==> src/rtl/sgram_pkg.sv <==
package sgram_pkg;

    localparam int SD_ADDR_W = 11;
    localparam int ROW_W     = 10;
    localparam int COL_W     = 8;

    // {cs_n, ras_n, cas_n, we_n}
    typedef enum logic [3:0] {
        CMD_LMR = 4'b0000,
        CMD_PRE = 4'b0010,
        CMD_ACT = 4'b0011,
        CMD_WR  = 4'b0100,
        CMD_RD  = 4'b0101,
        CMD_NOP = 4'b0111,
        CMD_INH = 4'b1111
    } sd_cmd_e;

    typedef enum logic [2:0] {
        ST_INIT_PRE,
        ST_INIT_LMR,
        ST_IDLE,
        ST_COL,
        ST_CLOSE,
        ST_WAIT
    } seq_state_e;

    typedef struct packed {
        sd_cmd_e                cmd;
        logic [SD_ADDR_W-1:0]   addr;
        logic                   wr_en;
    } sd_issue_t;

    function automatic logic [SD_ADDR_W-1:0] addr_open(input logic bank,
                                                       input logic [ROW_W-1:0] row);
        return {bank, row};
    endfunction

    function automatic logic [SD_ADDR_W-1:0] addr_column(input logic bank,
                                                         input logic [COL_W-1:0] col);
        return {bank, 2'b00, col};
    endfunction

    function automatic logic [SD_ADDR_W-1:0] addr_close(input logic all_banks,
                                                        input logic bank);
        return {(all_banks ? 1'b0 : bank), all_banks, 9'b0};
    endfunction

    function automatic logic [SD_ADDR_W-1:0] addr_mode(input logic [2:0] lat);
        return {4'b0000, lat, 4'b0000};
    endfunction

    function automatic int max_of(input int a, input int b);
        return (a > b) ? a : b;
    endfunction

endpackage

==> src/rtl/sgram_seq.sv <==
module sgram_seq
    import sgram_pkg::*;
#(
    parameter int DATA_W   = 128,
    parameter int CAS_LAT  = 2,
    parameter int RCD_GAP  = 2,
    parameter int RP_GAP   = 2,
    parameter int MRD_GAP  = 2,
    parameter int CPRE_GAP = 2,
    localparam int MASK_W  = DATA_W / 8
) (
    input  logic              clk,
    input  logic              rst,
    input  logic              req_valid,
    input  logic              req_write,
    input  logic              req_bank,
    input  logic [ROW_W-1:0]  req_row,
    input  logic [COL_W-1:0]  req_col,
    input  logic [DATA_W-1:0] req_wdata,
    input  logic [MASK_W-1:0] req_wmask,
    output logic              ready,
    output sd_issue_t         issue,
    output logic [DATA_W-1:0] wdata,
    output logic [MASK_W-1:0] wmask
);

    localparam int MAX_GAP = max_of(max_of(RCD_GAP, RP_GAP), max_of(MRD_GAP, CPRE_GAP));
    localparam int CNT_W   = $clog2(MAX_GAP + 1) + 1;

    seq_state_e         st, st_n, tgt, tgt_n, tgt_sel;
    logic [CNT_W-1:0]   cnt, cnt_n, gap_sel;
    logic               launch, take;
    logic               q_write, q_bank;
    logic [COL_W-1:0]   q_col;

    always_comb begin
        issue   = '{cmd: CMD_NOP, addr: '0, wr_en: 1'b0};
        launch  = 1'b0;
        take    = 1'b0;
        gap_sel = '0;
        tgt_sel = ST_IDLE;
        case (st)
            ST_INIT_PRE: begin
                issue.cmd  = CMD_PRE;
                issue.addr = addr_close(1'b1, 1'b0);
                launch     = 1'b1;
                gap_sel    = CNT_W'(RP_GAP);
                tgt_sel    = ST_INIT_LMR;
            end
            ST_INIT_LMR: begin
                issue.cmd  = CMD_LMR;
                issue.addr = addr_mode(3'(CAS_LAT));
                launch     = 1'b1;
                gap_sel    = CNT_W'(MRD_GAP);
                tgt_sel    = ST_IDLE;
            end
            ST_IDLE: begin
                if (req_valid) begin
                    issue.cmd  = CMD_ACT;
                    issue.addr = addr_open(req_bank, req_row);
                    take       = 1'b1;
                    launch     = 1'b1;
                    gap_sel    = CNT_W'(RCD_GAP);
                    tgt_sel    = ST_COL;
                end
            end
            ST_COL: begin
                issue.cmd   = q_write ? CMD_WR : CMD_RD;
                issue.addr  = addr_column(q_bank, q_col);
                issue.wr_en = q_write;
                launch      = 1'b1;
                gap_sel     = CNT_W'(CPRE_GAP);
                tgt_sel     = ST_CLOSE;
            end
            ST_CLOSE: begin
                issue.cmd  = CMD_PRE;
                issue.addr = addr_close(1'b0, q_bank);
                launch     = 1'b1;
                gap_sel    = CNT_W'(RP_GAP);
                tgt_sel    = ST_IDLE;
            end
            default: ;
        endcase
    end

    always_comb begin
        st_n  = st;
        tgt_n = tgt;
        cnt_n = cnt;
        if (launch) begin
            if (gap_sel <= CNT_W'(1)) begin
                st_n = tgt_sel;
            end else begin
                st_n  = ST_WAIT;
                tgt_n = tgt_sel;
                cnt_n = gap_sel - CNT_W'(2);
            end
        end else if (st == ST_WAIT) begin
            if (cnt == '0) st_n  = tgt;
            else           cnt_n = cnt - CNT_W'(1);
        end
    end

    always_ff @(posedge clk) begin
        if (rst) begin
            st  <= ST_INIT_PRE;
            tgt <= ST_IDLE;
            cnt <= '0;
        end else begin
            st  <= st_n;
            tgt <= tgt_n;
            cnt <= cnt_n;
        end
    end

    always_ff @(posedge clk) begin
        if (rst) begin
            q_write <= 1'b0;
            q_bank  <= 1'b0;
            q_col   <= '0;
            wdata   <= '0;
            wmask   <= '0;
        end else if (take) begin
            q_write <= req_write;
            q_bank  <= req_bank;
            q_col   <= req_col;
            wdata   <= req_wdata;
            wmask   <= req_wmask;
        end
    end

    assign ready = (st == ST_IDLE);

endmodule

==> src/rtl/sgram_pin_reg.sv <==
module sgram_pin_reg
    import sgram_pkg::*;
#(
    parameter int DATA_W  = 128,
    localparam int MASK_W = DATA_W / 8
) (
    input  logic                 clk,
    input  logic                 rst,
    input  sd_issue_t            issue,
    input  logic [DATA_W-1:0]    wdata,
    input  logic [MASK_W-1:0]    wmask,
    output logic [3:0]           cmd_pins,
    output logic [SD_ADDR_W-1:0] addr,
    output logic                 dq_oe,
    output logic [DATA_W-1:0]    dq_out,
    output logic [MASK_W-1:0]    wr_dqm
);

    always_ff @(posedge clk) begin
        if (rst) begin
            cmd_pins <= CMD_INH;
            addr     <= '0;
            dq_oe    <= 1'b0;
            dq_out   <= '0;
            wr_dqm   <= '1;
        end else begin
            cmd_pins <= issue.cmd;
            addr     <= issue.addr;
            dq_oe    <= issue.wr_en;
            dq_out   <= issue.wr_en ? wdata : '0;
            wr_dqm   <= issue.wr_en ? wmask : '1;
        end
    end

endmodule

==> src/rtl/sgram_rd_track.sv <==
module sgram_rd_track #(
    parameter int DATA_W  = 128,
    parameter int CAS_LAT = 2
) (
    input  logic              clk,
    input  logic              rst,
    input  logic              rd_issue,
    input  logic [DATA_W-1:0] dq_in,
    output logic              rd_dqm_low,
    output logic              rd_valid,
    output logic [DATA_W-1:0] rd_data
);

    generate
        if (CAS_LAT < 2 || CAS_LAT > 3) begin : g_bad_lat
            $error("CAS_LAT must be 2 or 3");
        end
    endgenerate

    // bit k is high k cycles after a read command was on the bus
    logic [CAS_LAT:0] age;

    always_ff @(posedge clk) begin
        if (rst) age <= '0;
        else     age <= {age[CAS_LAT-1:0], rd_issue};
    end

    assign rd_dqm_low = age[CAS_LAT-2];
    assign rd_valid   = age[CAS_LAT];
    assign rd_data    = rd_valid ? dq_in : '0;

endmodule

==> src/rtl/sgram_cmd_ctrl.sv <==
module sgram_cmd_ctrl
    import sgram_pkg::*;
#(
    parameter int DATA_W   = 128,
    parameter int CAS_LAT  = 2,
    parameter int RCD_GAP  = 2,
    parameter int RP_GAP   = 2,
    parameter int MRD_GAP  = 2,
    parameter int CPRE_GAP = 2,
    localparam int MASK_W  = DATA_W / 8
) (
    input  logic              clk,
    input  logic              rst,
    input  logic              req_valid,
    input  logic              req_write,
    input  logic              req_bank,
    input  logic [9:0]        req_row,
    input  logic [7:0]        req_col,
    input  logic [DATA_W-1:0] req_wdata,
    input  logic [MASK_W-1:0] req_wmask,
    output logic              ready,
    output logic [DATA_W-1:0] rd_data,
    output logic              rd_valid,
    output logic              sd_cs_n,
    output logic              sd_ras_n,
    output logic              sd_cas_n,
    output logic              sd_we_n,
    output logic [10:0]       sd_addr,
    output logic [MASK_W-1:0] sd_dqm,
    output logic              sd_cke,
    output logic              sd_dsf,
    output logic [DATA_W-1:0] sd_dq_out,
    output logic              sd_dq_oe,
    input  logic [DATA_W-1:0] sd_dq_in
);

    sd_issue_t         issue;
    logic [DATA_W-1:0] q_wdata;
    logic [MASK_W-1:0] q_wmask;
    logic [3:0]        cmd_pins;
    logic [MASK_W-1:0] wr_dqm;
    logic              rd_dqm_low;

    sgram_seq #(
        .DATA_W(DATA_W), .CAS_LAT(CAS_LAT), .RCD_GAP(RCD_GAP),
        .RP_GAP(RP_GAP), .MRD_GAP(MRD_GAP), .CPRE_GAP(CPRE_GAP)
    ) u_seq (
        .clk(clk), .rst(rst),
        .req_valid(req_valid), .req_write(req_write), .req_bank(req_bank),
        .req_row(req_row), .req_col(req_col),
        .req_wdata(req_wdata), .req_wmask(req_wmask),
        .ready(ready), .issue(issue), .wdata(q_wdata), .wmask(q_wmask)
    );

    sgram_pin_reg #(.DATA_W(DATA_W)) u_pins (
        .clk(clk), .rst(rst), .issue(issue),
        .wdata(q_wdata), .wmask(q_wmask),
        .cmd_pins(cmd_pins), .addr(sd_addr),
        .dq_oe(sd_dq_oe), .dq_out(sd_dq_out), .wr_dqm(wr_dqm)
    );

    sgram_rd_track #(.DATA_W(DATA_W), .CAS_LAT(CAS_LAT)) u_rd (
        .clk(clk), .rst(rst),
        .rd_issue(issue.cmd == CMD_RD),
        .dq_in(sd_dq_in),
        .rd_dqm_low(rd_dqm_low), .rd_valid(rd_valid), .rd_data(rd_data)
    );

    assign {sd_cs_n, sd_ras_n, sd_cas_n, sd_we_n} = cmd_pins;
    assign sd_dqm = wr_dqm & ~{MASK_W{rd_dqm_low}};
    assign sd_cke = 1'b1;
    assign sd_dsf = 1'b0;

endmodule

==> config.mk <==
export PLATFORM = sky130hd
export DESIGN_NAME = sgram_cmd_ctrl
export DESIGN_NICKNAME = d
export VERILOG_FILES = /design/src/rtl/sgram_pkg.sv /design/src/rtl/sgram_seq.sv /design/src/rtl/sgram_pin_reg.sv /design/src/rtl/sgram_rd_track.sv /design/src/rtl/sgram_cmd_ctrl.sv
export SDC_FILE = /design/constraint.sdc
export NUM_CORES = 1
export LEC_CHECK = 0
export BUFFER_PORTS_ARGS = -buffer_cell sky130_fd_sc_hd__buf_2
export CORE_AREA = 2 2 226 228
export DETAILED_ROUTE_END_ITERATION = 8
export DIE_AREA = 0 0 228 230
export GPL_TIMING_DRIVEN = 1
export PLACE_DENSITY = 0.54
export SYNTH_ARGS = -nofsm -noshare
export SYNTH_HDL_FRONTEND = slang
export SYNTH_SLANG_ARGS = --single-unit
==> constraint.sdc <==
create_clock -name clk -period 1.43 [get_ports clk]
set_input_delay 0.0715 -clock clk [delete_from_list [all_inputs] [get_ports clk]]
set_output_delay 0.0715 -clock clk [all_outputs]
set_load 0.005 [all_outputs]
======== After elaboration in Yosys (flattened, before gate mapping) ========
Index checks and enable logic that the tools add are counted.
storage, ports and cells
  register bits after elaboration ......... 326
  input port bits ......................... 295
  output and inout bits ................... 292
  logic and storage cells ................. 58
cells by class
  add/sub/neg operators ................... 2
  $lt $le $gt $ge ......................... 1
  equality and inequality tests ........... 8
  mux-type cells .......................... 20
  bitwise logic cells ..................... 4
  reductions and logical operators ........ 9
operators with widths
  operator               count
  $mux W128              1
  $pmux W15 S5           1
  $mux W3                8
  $and A16 B16 Y16       1
  $not A16 Y16           1
  $mux W14               1
  $pmux W3 S3            1
  $eq A3 B2 Y1 const B   2
  $eq A3 B3 Y1 const B   2
  $logic_not A3 Y1       2
  $pmux W3 S2            1
  $mux W1                5
  $eq A4 B3 Y1 const B   1
  $reduce_and A2 Y1      2
  $reduce_bool A2 Y1     2
  $reduce_or A4 Y1       1
  $eq A3 B1 Y1 const B   1
  $le A3 B1 Y1 const B   1
  $reduce_and A3 Y1      1
  $sub A3 B1 Y3 const B  1
  $sub A3 B2 Y3 const B  1
  $mux W2                1
  $ne A2 B1 Y1 const B   1
  $ne A2 B2 Y1 const B   1
  3 further kinds        4

======== Logic depth before layout (Yosys ltp) ========
Gate-level depths: netlist of run 1.
  depth after elaboration ................. 6
  mapped depth ............................ 7
  gate-level depth less buffers ........... 5

======== Modules after synthesis ========
A second synthesis of run 1 with hierarchy kept.
unflattened totals
  cell total of the unflattened synthesis .. 1278
  area total of the unflattened synthesis .. 11928.9 µm²
modules (own cells, without submodules)
  module          times used  cells each  area each (µm²)  sequential area each (µm²)
  sgram_seq       1           755         5943.2           3263.1
  sgram_pin_reg   1           353         4739.5           3203.1
  sgram_rd_track  1           148         1067.3           60.1
  sgram_cmd_ctrl  1           22          178.9            0.0

======== Least setup slack after synthesis of run 1 ========
No wires, ideal clock.
  path kind ............................... register -> register
  start ................................... register u_seq.cnt[0]
  end ..................................... register u_seq.cnt[2]
  library setup time ...................... 72 ps
  arrival ................................. 1384 ps
  data required time ...................... 1358 ps
  setup slack ............................. -26 ps
  stages on the path, launching flop included .. 7
  buffers on the path ..................... 1
  clock period less this slack ............ 1456 ps
  cell sequence ........................... dfxtp_1 -> inv_1 -> ha_1 -> and4b_1 -> clkbuf_1 -> nor4b_1 -> mux2i_1
on the way
  cells in the longest elaborated chain, start to end .. 4
  elaborated cells between the ends (all ways) .. 7
ends and longest elaborated chain
  item                      RTL line          RTL
  start: declaration        sgram_seq.sv:31   logic [CNT_W-1:0] cnt, cnt_n, gap_sel;
  start signal: assignment  sgram_seq.sv:112  cnt <= cnt_n;
  $sub A3 B1 Y3             sgram_seq.sv:100  else cnt_n = cnt - CNT_W'(1);
  $mux W3                   sgram_seq.sv:99   if (cnt == '0) st_n = tgt;
  $mux W3                   sgram_seq.sv:98   end else if (st == ST_WAIT) begin
  $mux W3                   sgram_seq.sv:90   if (launch) begin
Several ways; a longest one is shown, not always the timed one. The select of a mux whose other input is x is not followed.
A chain may end at the register's enable or synchronous reset.

======== Final worst setup path of run 1 ========
  start ................................... register u_seq.st[1]
  end ..................................... register u_pins.dq_out[54]
on the way
  cells in the longest elaborated chain, start to end .. 4
ends and longest elaborated chain
  item                        RTL line             RTL
  start: declaration          sgram_seq.sv:30      seq_state_e st, st_n, tgt, tgt_n, tgt_sel;
  start signal: assignment    sgram_seq.sv:110     st <= st_n;
  $eq A3 B2 Y1                sgram_seq.sv:42      case (st)
  $mux W1                     sgram_seq.sv:42
  $not A1 Y1 (no line)        n/a
  $reduce_or A2 Y1 (no line)  n/a
  end signal: assignment      sgram_pin_reg.sv:30  dq_out <= issue.wr_en ? wdata : '0;
  end: declaration            sgram_pin_reg.sv:15  output logic [DATA_W-1:0] dq_out,
No other way between the ends.

==> flow_summary.json, run 1 <==
{
  "start_util_pct": 22.55,
  "place_congestion": 0.9654,
  "rsz0062_at_grt": "true",
  "cts_tree": "done",
  "finalWirelength_um": 57660,
  "clk_latency_ns": 0.55,
  "die_w_um": 228,
  "nFillCells": 4716,
  "min_period_ns": 1.582,
  "critPathCaptureType": "register",
  "holdWs_ns": 0.3082,
  "syn_area_mm2": 0.01124,
  "clockBufferDepth": 3,
  "status": "complete, but fails checks",
  "die_h_um": 230,
  "finish.utilization_pct": 43.23,
  "synth_top_area_share_pct": 58.04,
  "critPathKind": "register to register",
  "cp.arrival_ns": 2.07,
  "hpwl_um": 39870,
  "wl_per_cell_um": 20.58,
  "fmax_mhz": 632.0,
  "core_mm2": 0.04986,
  "grt_max_degree": 78,
  "layout_common_cells": "buf_2, dfxtp_1, nand2_1",
  "p_comb_share_pct": 9.0,
  "yosysSeqAreaShare_pct": 58.04,
  "fin_nets": 2390,
  "vias": 12160,
  "root_buffer": "clkbuf_16",
  "io_buffer_count": 584,
  "rows": 82,
  "multi_input_area_mm2": 0.005343,
  "clockPowerShare_pct": 46.0,
  "switching_share_pct": 23.57,
  "clkSinkCount": 326,
  "worst_ep_required_time_ns": 1.92,
  "drive_above_1_share_pct": 49.43,
  "syn-num-nets": 1556,
  "drv_slew": 0,
  "final_hold_viol_count": 0,
  "violations": "setup timing",
  "h-tree-depth": 2,
  "dr.pass1.iters": 5,
  "p_sw_mw": 4.828,
  "gr-total-overflow": 0,
  "yosysTopAreaCell": "dfxtp_1",
  "antenna_left": 0,
  "die_area_mm2": 0.05244,
  "worstPathMaxFanout": 9,
  "clk_pin_slew_ns": 0.06,
  "power.leakage_nw": 9.748,
  "hold_class": "primary input to register",
  "area_delta_synth_final_pct": 91.69,
  "fin_worst_skew_ns": 0.02132,
  "antenna_found_initial": 31,
  "async_flop_share_pct": 0,
  "pin_count": 587,
  "power_mw": 20.49,
  "ys.flop_type": "dfxtp_1",
  "setup_viol": 410,
  "fin_ws_ns": -0.1522,
  "period_share_pct": 110.6,
  "grt_pass1_wl_um": 77890,
  "final_common_cell": "buf_2",
  "synth_cell_type_count": 42,
  "max-cap-violations": 0,
  "power-per-cell-area_mw_per_mm2": 950.5,
  "ys_ff_latch": 326,
  "cts_buffers": 37,
  "drc": 0,
  "regArea_mm2": 0.006540,
  "ys_warn_count": 0,
  "routed_via_density": 4.341,
  "cp-start-kind": "register",
  "grt_pass1_vias": 11700,
  "grt.total_usage_pct": 20.03,
  "syn-instance-count": 1259,
  "avgSynthCellArea_um2": 8.931,
  "synth_area_leaders": "dfxtp_1, and2_1, nand2_1",
  "seq_power_share_pct": 45.1,
  "intPower_mw": 15.66,
  "vdd_drop_max_v": 0.0008912,
  "synth_enable_flop_cells": 0,
  "tns_ns": -32.62,
  "drtIter0Drc": 732
}
-- registers in the layout, summed over array words and instances, names as in the netlist --
name,count
u_seq.q_bank,1
u_seq.wdata,128
u_seq.wmask,16
u_pins.cmd_pins,4
u_pins.dq_out,128
u_rd.age,3
u_pins.dq_oe,1
u_pins.addr,11
u_seq.tgt,3
u_seq.cnt,3
u_pins.wr_dqm,16
u_seq.q_col,8
u_seq.q_write,1
u_seq.st,3
-- power by group through the flow --
stage / Combinational, mW / Sequential, mW / Clock [mW]
after global placement: 1.12 / 9.42 / 0
after detailed placement: 1.13 / 9.43 / 0
final: 1.84 / 9.23 / 9.42
after global routing: 1.96 / 9.24 / 10.0
after floorplan: 0.373 / 9.41 / 0
after CTS: 1.66 / 9.23 / 9.62
-- metal layers --
metal | track usage (%) | wire, µm | vias to the layer above
met4 | 7.802 | 2580 | 0
met3 | 3.336 | 2780 | 127
li1 | - | - | 5650
met2 | 34.58 | 28120 | 486
met1 | 24.91 | 24180 | 5896
met5 | 0 | 0 | -
-- area by class of cell --
class                           instances  area share [%]
Timing Repair Buffer                  890           35.15
Multi-Input combinational cell        832           24.79
Clock buffer                           54           5.015
Tap cell                              672           3.901
Antenna cell                            9          0.1045
Inverter                                6          0.1045
Sequential cell                       326           30.34
Clock inverter                         12          0.5921
-- cells in the mapped netlist, types with 2 or more instances --
cell type,count
a21oi_1,161
nand2_1,314
clkbuf_1,51
buf_1,6
nand2b_1,17
nor3b_1,2
nor3_1,3
dfxtp_1,326
o21ai_0,5
or2_2,2
ha_1,2
buf_2,22
conb_1,2
a221oi_1,2
a2111oi_0,2
nor2_1,13
and3b_1,2
a22oi_1,8
and2_1,257
clkbuf_2,5
inv_1,5
nor2b_1,22
buf_4,11
-- through the flow --
step                      instances  area (µm²)  setup slack (ns)
after floorplan                1259       11250           0.02537
after global placement         2480       15300          -0.02840
after detailed placement       2480       15300          -0.07874
after CTS                      2766       19660           -0.1330
after global routing           2800       21550           -0.2301
final                          2801       21550           -0.1522
-- repair_timing --
action                                  CTS  global route
endpoints found under the hold margin   167             0
cloned                                   22            25
hold buffers                            167             0
pin swaps                                16           116
resized for setup                       143           354
endpoints found under the setup margin  373           451
setup buffers                            33             7
-- final timing paths --
check | depth (start not counted) | end | slack (ns) | start
max | 9 | u_pins.dq_out[54] | -0.15 | u_seq.st[1]
max reg2reg | 9 | u_pins.dq_out[54] | -0.15 | u_seq.st[1]
min reg2reg | 1 | u_pins.wr_dqm[5] | 0.44 | u_seq.wmask[5]
min | 4 | u_seq.wdata[9] | 0.31 | req_wdata[9]
-- kinds of logic after synthesis --
logic type,synth area share [%]
and+or+nand+nor,28.75
adders and majority gates,0.2225
buffers and inverters,4.039
AOI/OAI and AO/OA,8.791
other,0.06679
muxes,0.08902
DFF,58.04
-- critical path: stages (launching register included) --
cell and delay (ns):
dfxtp_2 0.35, inv_2 0.05, buf_6 0.11, nor4_4 0.27, buf_6 0.15, buf_12 0.10
buf_12 0.13, buf_6 0.11, buf_16 0.11, and2_1 0.12
(Power assumes the default switching activity.)
==> run 2, diff against run 1 <==
--- a/config.mk
+++ b/config.mk
@@ -6,11 +6,12 @@
 export NUM_CORES = 1
 export LEC_CHECK = 0
 export BUFFER_PORTS_ARGS = -buffer_cell sky130_fd_sc_hd__buf_2
-export CORE_AREA = 2 2 226 228
+export CORE_AREA = 3 3 227 229
 export DETAILED_ROUTE_END_ITERATION = 8
-export DIE_AREA = 0 0 228 230
+export DIE_AREA = 0 0 230 232
 export GPL_TIMING_DRIVEN = 1
 export PLACE_DENSITY = 0.54
+export SKIP_CTS_REPAIR_TIMING = 1
 export SYNTH_ARGS = -nofsm -noshare
 export SYNTH_HDL_FRONTEND = slang
 export SYNTH_SLANG_ARGS = --single-unit
==> constraint.sdc (replaced) <==
create_clock -name clk -period 1.35 [get_ports clk]
set_input_delay 0.0675 -clock clk [delete_from_list [all_inputs] [get_ports clk]]
set_output_delay 0.0675 -clock clk [all_outputs]
set_load 0.005 [all_outputs]
==> run 2 against run 1 <==
Against the previous run: the run still ends with setup timing left; non-clock buffer count decreased by 12; first-iteration DRC count decreased by 27%; final area decreased by 3.5%; die area increased by 1.8%; utilization decreased by 1.5 points; clock skew increased by 0.012 ns; via count decreased by 0.41%; count of clock-buffer cells in the layout decreased by 6; final cell count decreased by 0.25%.
==> flow_summary.json, run 2 (synthesized netlist as in run 1, its figures left out) <==
{
  "status": "complete, but fails checks",
  "violations": "setup timing",
  "critPathCaptureType": "output pin",
  "holdWs_ns": 0.06060,
  "clockBufferDepth": 3,
  "io_buffer_count": 584,
  "vias": 12110,
  "met2WireLength_um": 28750,
  "wl_met3_um": 3009,
  "cts_tree": "done",
  "root_buffer": "clkbuf_16",
  "wl_per_cell_um": 19.89,
  "tightest_slew_ns": 0.6689,
  "vdd_drop_max_v": 0.0007231,
  "routed_via_density": 4.334,
  "cts_buffers": 37,
  "clk_latency_ns": 0.55,
  "place_congestion": 0.8706,
  "antenna_found_initial": 27,
  "setup_viol": 452,
  "wl_met1_um": 20370,
  "grt_pass1_vias": 10060,
  "antenna_left": 0,
  "rows": 82,
  "die_w_um": 230,
  "power_mw": 21.54,
  "die_area_mm2": 0.05336,
  "dr.max_layer_used": "met5",
  "grt_pass1_wl_um": 63360,
  "clkSinkCount": 326,
  "critPathKind": "register to output pin",
  "gr-total-overflow": 0,
  "area_delta_synth_final_pct": 84.99,
  "cp.arrival_ns": 1.51,
  "layout_common_cells": "buf_2, dfxtp_1, nand2_1",
  "min_period_ns": 1.576,
  "rsz0062_at_grt": "true",
  "nFillCells": 4793,
  "pre_cts_ws_ns": -0.07913,
  "worst_ep_required_time_ns": 1.28,
  "finalWirelength_um": 55580,
  "finish.utilization_pct": 41.72,
  "drive_above_1_share_pct": 47.63,
  "power-per-cell-area_mw_per_mm2": 1036,
  "fin_nets": 2378,
  "power.leakage_nw": 9.433,
  "drv_slew": 0,
  "h-tree-depth": 2,
  "hold_class": "primary input to register",
  "fin_worst_skew_ns": 0.03315,
  "start_util_pct": 22.55,
  "core_mm2": 0.04986,
  "top_regs": "u_pins.dq_out (128), u_seq.wdata (128)",
  "die_h_um": 232,
  "hpwl_um": 35250,
  "final_common_cell": "buf_2",
  "grt_max_degree": 104,
  "pin_count": 587,
  "fmax_mhz": 634.3,
  "layoutNonFillerInstCount": 2794,
  "drc": 0,
  "final_hold_viol_count": 0,
  "worstPathMaxFanout": 8,
  "drtIter0Drc": 534,
  "max-cap-violations": 0,
  "cp-start-kind": "register",
  "fin_ws_ns": -0.2265,
  "grt.total_usage_pct": 15.80,
  "dr.pass1.iters": 4,
  "clk_pin_slew_ns": 0.06,
  "period_share_pct": 116.8,
  "relSlewSlack_pct": 55.41,
  "place_inst": 2472
}
-- run 2: cell types whose count changed in the layout (fill, tap and decap cells not counted), moves of 19 or more --
cell and change:
buf_6 -40, buf_2 +29, nand2_4 -23, a21oi_1 +20, a21oi_2 -20, buf_16 -19
-- run 2: report_power, final --
group	total (mW)	leakage [nW]	internal, mW	switching (mW)
clock	9.96	0.586	5.76	4.19
sequential	9.78	2.63	9.72	0.0634
combinational	1.80	6.21	1.02	0.779
total	21.5	9.43	16.5	5.04
-- run 2: cell type report --
cell class	count	area, µm²	share of cell area [%]
repair buffers	878	7062	33.95
flip-flops and latches	326	6541	31.45
multi-input cells	832	5107	24.55
clock buffers	48	1017	4.890
well taps	672	840.8	4.042
clock inverters	18	175.2	0.8421
diodes	14	35.03	0.1684
inverters	6	22.52	0.1083
-- run 2: worst paths after layout --
check / from / to / slack, ns / cells after the start
max reg2reg: u_seq.st[0] / u_seq.wdata[35] / -0.21 / 6
min reg2reg: u_seq.wmask[0] / u_pins.wr_dqm[0] / 0.43 / 1
max: u_rd.age[2] / rd_data[37] / -0.23 / 4
min: req_valid / u_seq.st[0] / 0.06 / 4
-- run 2: critical path, cell delays in order (launching register included) --
cell and delay [ns]:
dfxtp_4 0.41, buf_12 0.16, clkbuf_16 0.16, and2_4 0.13, buf_6 0.10
-- run 2: metal layers --
layer / up-vias / global-route usage (%)
li1: 5639 / -
met1: 5795 / 16.08
met2: 504 / 29.06
met3: 169 / 3.901
met4: 2 / 9.704
met5: - / 0
-- run 2: stage by stage --
stage / TNS [ns] / cell area [µm²]
floorplan: -1.729 / 11270
global route: -91.31 / 20790
global placement: -1.167 / 15250
CTS: -43.13 / 16440
finish: -61.57 / 20800
detailed placement: -9.182 / 15250
